==> config.mk <==
export PLATFORM = sky130hd
export DESIGN_NAME = wia_top
export DESIGN_NICKNAME = d
export VERILOG_FILES = /design/src/rtl/wia_pkg.sv /design/src/rtl/wia_integ.sv /design/src/rtl/wia_slope.sv /design/src/rtl/wia_top.sv
export SDC_FILE = /design/constraint.sdc
export NUM_CORES = 1
export LEC_CHECK = 0
export CAP_MARGIN = 5
export CORE_ASPECT_RATIO = 0.6
export CORE_UTILIZATION = 55
export CTS_BUF_LIST = sky130_fd_sc_hd__clkbuf_4
export CTS_CLUSTER_DIAMETER = 40
export CTS_CLUSTER_SIZE = 8
export DETAILED_ROUTE_END_ITERATION = 10
export DONT_BUFFER_PORTS = 1
export GPL_ROUTABILITY_DRIVEN = 0
export GPL_TIMING_DRIVEN = 0
export PLACE_DENSITY = 0.7
export SLEW_MARGIN = 20
export SYNTH_ARGS = -nofsm -noshare
export SYNTH_HDL_FRONTEND = slang
export SYNTH_SLANG_ARGS = --single-unit
==> constraint.sdc <==
create_clock -name clk_i -period 5.2 [get_ports clk_i]
set_input_delay 1.04 -clock clk_i [delete_from_list [all_inputs] [get_ports clk_i]]
set_output_delay 1.04 -clock clk_i [all_outputs]
set_load 0.05 [all_outputs]
==> src/rtl/wia_pkg.sv <==
package wia_pkg;
  localparam int unsigned NSTAT   = 3;
  localparam int unsigned B_UNDER = 0;
  localparam int unsigned B_OVER  = 1;
  localparam int unsigned B_SLOPE = 2;
  localparam int unsigned NDIR    = 2;
  typedef logic [NSTAT-1:0] stat_t;
endpackage

==> src/rtl/wia_integ.sv <==
module wia_integ #(
  parameter int unsigned CW = 6
) (
  input  logic          clk_i,
  input  logic          rst_ni,
  input  logic          valid_i,
  input  logic          outside_i,
  input  logic [CW-1:0] lim_i,
  output logic          hit_o
);
  logic [CW-1:0] cnt_q, cnt_n, lim_eff;

  assign lim_eff = (lim_i == '0) ? CW'(1) : lim_i;

  always_comb begin
    cnt_n = cnt_q;
    if (valid_i) begin
      if (outside_i) cnt_n = (cnt_q >= lim_eff) ? lim_eff : cnt_q + CW'(1);
      else           cnt_n = (cnt_q == '0) ? '0 : cnt_q - CW'(1);
    end
  end

  assign hit_o = valid_i && outside_i && (cnt_n == lim_eff);

  always_ff @(posedge clk_i or negedge rst_ni) begin
    if (!rst_ni) cnt_q <= '0;
    else         cnt_q <= cnt_n;
  end

  AST_TRIP_RUN: assert property (@(posedge clk_i) disable iff (!rst_ni)
    hit_o |-> ({1'b0, cnt_q} + (CW+1)'(1) >= {1'b0, lim_eff}));
endmodule

==> src/rtl/wia_slope.sv <==
module wia_slope #(
  parameter int unsigned DW = 12
) (
  input  logic          clk_i,
  input  logic          rst_ni,
  input  logic          valid_i,
  input  logic [DW-1:0] smp_i,
  input  logic [DW-1:0] thr_i,
  output logic          evt_o
);
  logic [DW-1:0] prev_q, diff;
  logic          have_q;

  assign diff  = (smp_i >= prev_q) ? smp_i - prev_q : prev_q - smp_i;
  assign evt_o = valid_i && have_q && (diff > thr_i);

  always_ff @(posedge clk_i or negedge rst_ni) begin
    if (!rst_ni) begin
      prev_q <= '0;
      have_q <= 1'b0;
    end else if (valid_i) begin
      prev_q <= smp_i;
      have_q <= 1'b1;
    end
  end

  AST_PREV_HOLD: assert property (@(posedge clk_i) disable iff (!rst_ni)
    !valid_i |=> $stable(prev_q));
endmodule

==> src/rtl/wia_top.sv <==
module wia_top
  import wia_pkg::*;
#(
  parameter int unsigned DW = 12,
  parameter int unsigned CW = 6,
  parameter int unsigned IW = 6
) (
  input  logic          clk_i,
  input  logic          rst_ni,
  input  logic          smp_valid_i,
  input  logic [DW-1:0] smp_i,
  input  logic [DW-1:0] lo_thr_i,
  input  logic [DW-1:0] hi_thr_i,
  input  logic [DW-1:0] hyst_i,
  input  logic [CW-1:0] integ_i,
  input  logic [IW-1:0] inhibit_i,
  input  logic [DW-1:0] slope_thr_i,
  input  logic          latch_mode_i,
  input  logic [2:0]    en_mask_i,
  input  logic          rd_clr_i,
  output logic [2:0]    status_o,
  output logic          alert_no
);
  localparam int unsigned XW = DW + 1;

  logic [NDIR-1:0] outside, hit, rel, act_q, act_n;
  logic [IW-1:0]   inh_q, inh_n;
  logic            slp_evt, slp_q, slp_n, release_any;
  stat_t           status_q, status_n, cur;

  assign outside[B_UNDER] = smp_i < lo_thr_i;
  assign outside[B_OVER]  = smp_i > hi_thr_i;
  assign rel[B_UNDER] = XW'(smp_i) >= XW'(lo_thr_i) + XW'(hyst_i);
  assign rel[B_OVER]  = XW'(smp_i) + XW'(hyst_i) <= XW'(hi_thr_i);

  for (genvar d = 0; d < NDIR; d++) begin : g_dir
    wia_integ #(.CW(CW)) integ_i0 (
      .clk_i     (clk_i),
      .rst_ni    (rst_ni),
      .valid_i   (smp_valid_i),
      .outside_i (outside[d]),
      .lim_i     (integ_i),
      .hit_o     (hit[d])
    );
  end

  wia_slope #(.DW(DW)) slope_i0 (
    .clk_i   (clk_i),
    .rst_ni  (rst_ni),
    .valid_i (smp_valid_i),
    .smp_i   (smp_i),
    .thr_i   (slope_thr_i),
    .evt_o   (slp_evt)
  );

  always_comb begin
    act_n = act_q;
    inh_n = inh_q;
    if (smp_valid_i) begin
      for (int d = 0; d < int'(NDIR); d++) begin
        if (act_q[d]) begin
          if (rel[d]) act_n[d] = 1'b0;
        end else if (hit[d] && (inh_q == '0)) begin
          act_n[d] = 1'b1;
        end
      end
      if (release_any)       inh_n = inhibit_i;
      else if (inh_q != '0)  inh_n = inh_q - IW'(1);
    end
  end

  assign release_any = |(act_q & ~act_n);
  assign slp_n = smp_valid_i ? slp_evt : slp_q;
  assign cur   = {slp_n, act_n};

  always_comb begin
    if (latch_mode_i)
      status_n = (status_q & ~{NSTAT{rd_clr_i}}) | (smp_valid_i ? cur : '0);
    else
      status_n = cur;
  end

  always_ff @(posedge clk_i or negedge rst_ni) begin
    if (!rst_ni) begin
      act_q    <= '0;
      inh_q    <= '0;
      slp_q    <= 1'b0;
      status_q <= '0;
    end else begin
      act_q    <= act_n;
      inh_q    <= inh_n;
      slp_q    <= slp_n;
      status_q <= status_n;
    end
  end

  assign status_o = status_q;
  assign alert_no = ~|(status_q & en_mask_i);

  AST_INH_BLOCK: assert property (@(posedge clk_i) disable iff (!rst_ni)
    (smp_valid_i && inh_q != '0) |=> ((act_q & ~$past(act_q)) == '0));
  AST_LATCH_HOLD: assert property (@(posedge clk_i) disable iff (!rst_ni)
    (latch_mode_i && !rd_clr_i) |=> ((status_q & $past(status_q)) == $past(status_q)));
  AST_AUTO_FOLLOW: assert property (@(posedge clk_i) disable iff (!rst_ni)
    (!latch_mode_i && smp_valid_i) |=> (status_q[1:0] == act_q));
  AST_IDLE_HOLD: assert property (@(posedge clk_i) disable iff (!rst_ni)
    (!smp_valid_i && !rd_clr_i && latch_mode_i == $past(latch_mode_i)) |=> $stable(status_q));
endmodule

==> summary.txt <==
Setup path
  • Delay of the slowest cell on the worst path: between 400 and 500 ps
  • Top cell by count, worst path: a21oi_1
  • Critical Path RT: between 5000 and 6000 ps
  • Crit-path cells: ha_1 > fa_1 > a21o_1 > a21oi_1 > o21ai_0 > o211ai_1 > nand2b_1 > a21oi_1 > xor2_1 > ha_1 > o21ai_0 > nand2b_1 > a21oi_1 > or4b_1 > a31oi_1 > a32o_1 > buf_2 > mux2i_1 > a22oi_1
  • Element type at the critical path start: primary input
  • Setup crit end kind: flop
  • Worst Path Buf+Inv: 1
  • Crit path max-delay family: compound AO/OA/AOI/OAI gates
  • Max stage delay cell, worst path: or4b_1
  • Crit Path Category: in2reg
  • Worst endpoint data arrival time: between 5000 and 6000 ps
  • Worst Path Max Fanout: 10

Yosys
  • Post-synth EDFFs: 0
  • Register area share after synthesis: 0.152
  • Syn Nets: between 900 and 1,000
  • Syn Inst Count: approximately 760
  • Synth Warn #: 0
  • Library cells used by synthesis: 70
  • Mean post-synth cell area: roughly 8.0 um^2
  • Ys async rst share: 1.00
  • Synthesized area: 0.00609 mm^2
  • Yosys reg bits: 37
  • Main synth FF type: dfrtp_1

Floorplanning
  • Core Region: ~0.011 mm^2
  • I/O Pins: 84
  • Die height: around 84 um
  • # rows: 29
  • Die width: 138 um
  • Starting Density: 0.571
  • DIE AREA: 0.0115 mm^2

Finish
  • # fillers: around 940
  • Antenna cells: 0
  • Seq. cell area: roughly 900 um^2
  • Layout area overhead: 4.23%
  • Final Net Count: 980
  • Design Area, Final: between 0.006 and 0.007 mm^2
  • Share of cells above drive strength 1: 0.0440
  • Most frequent cells in the layout: ha_1, inv_1, a21oi_1
  • Commonest non-fill, non-tap cell in the layout: ha_1
  • Multi-input logic area: 0.00475 mm^2
  • Post-Route Utilization: 0.595

STA
  • Peak Freq: between 0.2 and 0.25 GHz
  • Relative slew slack: 0.229
  • Crit share post-route: 0.921
  • Hold Worst Slack: between 300 and 400 ps
  • Final Hold Fails: 0
  • Endpoints failing setup: 0
  • Period minus WS final: about 4800 ps
  • RSZ-0062 raised after global routing: false
  • Final worst slack: 409 ps
  • Setup TNS: 0 ps
  • Slew @ Worst Pin: 1650 ps
  • Post-route clock skew: ~6.6 ps
  • Slew Limit Fails: 0

Outcome
  • Status: finished clean

Drt
  • Starting DRT DRC Count: around 420
  • DRC Markers: 0
  • Drt via density: around 6.3
  • Via Count: around 5,700
  • Antenna-violating nets left: 0
  • Pre-antenna DRT Iters: 5
  • Routed wire per std cell: roughly 18 um
  • Routed wire length: about 17 mm

Place
  • Dpl cell area: between 0.006 and 0.007 mm^2
  • Post-DP HPWL: approximately 14 mm
  • Pre-CTS setup slack: roughly 100 ps
  • Port Buf Inserts: 0

Clock network
  • Clk root buf: clkbuf_4
  • Reg clk slew, reported paths: approximately 140 ps
  • Max H-tree Level: 2
  • Clk_lat worst skew: around 370 ps
  • Hold-fix buffers, CTS: 0
  • CTS tree: yes
  • Num CTS Buffers: 5
  • Cts repair resizes: 0
  • Max Buffers Root-to-Sink: 2
  • Post-CTS Setup Inserts: 0
  • Clk sinks: 37

Global routing
  • Gr usage total: 0.296
  • Number of global-route vias before repair: 5,434
  • Grt ovf: 0
  • Largest net degree at the start of global routing: 38
  • Global-route wire length before repair: ~27 mm
  • Initial antenna violation count: 0

Power and ir drop
  • Cell Int Power: between 1 and 1.5 mW
  • Sequential power share: 0.235
  • Psw: approximately 0.93 mW
  • Maximum vdd drop: about 0.18 mV
  • Clock Power Share: 0.115
  • Net Sw Frac: 0.481
  • Leakage power: approximately 3.1 nW
  • Comb power frac: 0.650
  • PwrDens: around 300 mW/mm^2

Run
  • Max-cap violations: 0

Worst hold path
  • Worst Hold Class: in2async
==> cell type report <==
type	count	area share
plain buffers	24	0.0168
clock buffers	5	0.00591
flip-flops and latches	37	0.146
clock inverters	3	0.00729
well taps	139	0.0274
inverters	83	0.0491
multi-input cells	620	0.748
==> cell families after synthesis <==
logic type,synth area share
adder cells (fa/ha/maj),0.270
flip-flops,0.152
XOR/XNOR,0.0647
AO/OA/AOI/OAI,0.244
multiplexers,0.0290
buffers and inverters,0.0686
AND/OR/NAND/NOR,0.172
==> stage by stage <==
stage	instances	total power, mW
2_1_floorplan	764	1.41
3_3_place_gp	903	1.62
3_5_place_dp	903	1.67
4_1_cts	911	1.90
5_1_grt	911	2.10
6_report	911	1.93
==> synth_stat cells (10+ instances only) <==
library cell    n  area [um^2]
nand3_1        18         90.1
xnor2_1        27          236
o21a_1         10         75.1
nand4_1        13         81.3
clkbuf_1       16         60.1
nand2b_1       12         75.1
ha_1          125         1560
dfrtp_1        37          926
a21o_1         32          240
nand2_1        52          195
nor2_1         43          161
inv_1          83          312
nor2b_1        12         75.1
xor2_1         18          158
o21ai_0        47          235
a21oi_1        53          265
nor3_1         17         85.1
mux2i_1        12          120
==> registers in the layout, summed over array words and instances (netlist names) <==
name                  count
slope_i0.have_q           1
status_o                  3
act_q                     2
slp_q                     1
inh_q                     6
slope_i0.prev_q          12
g_dir.integ_i0.cnt_q     12
==> worst register-to-register path, delay by kind of cell, from the launching register on <==
family | cells | cell delay (ps)
AOI/OAI and AO/OA | 10 | 1880
buffers and inverters | 2 | 150
DFF | 1 | 410
and+or+nand+nor | 2 | 440
adders and majority gates | 3 | 940
xor gates and xnor gates | 1 | 160
==> routing by layer <==
| layer | wire length, um | vias up | global-route usage |
|---|---|---|---|
| met1 | 8210 | 2657 | 0.430 |
| li1 | - | 2782 | - |
| met4 | 374 | 0 | 0.0810 |
| met2 | 6560 | 251 | 0.417 |
| met3 | 1520 | 38 | 0.0886 |
| met5 | 0 | - | 0 |
==> worst paths after layout <==
kind                                     from                          to  slack [ps]  depth (start not counted)
max in group asynchronous              rst_ni  g_dir[1].integ_i0.cnt_q[4]        4760                          0
min in group clk_i            slope_i0.have_q             slope_i0.have_q         480                          1
max reg2reg                slope_i0.prev_q[0]                 status_o[2]        1150                         18
min reg2reg                   slope_i0.have_q             slope_i0.have_q         480                          1
max                               lo_thr_i[0]                    inh_q[0]         410                         19
min                                    rst_ni          slope_i0.prev_q[0]         340                          0
==> power by group through the flow <==
stage	registers (mW)	clock network, mW	logic, mW
after global placement	0.453	0	1.17
final	0.452	0.222	1.25
after detailed placement	0.453	0	1.21
after CTS	0.449	0.226	1.22
after floorplan	0.429	0	0.977
after global routing	0.465	0.240	1.40
(Power assumes the default switching activity.)
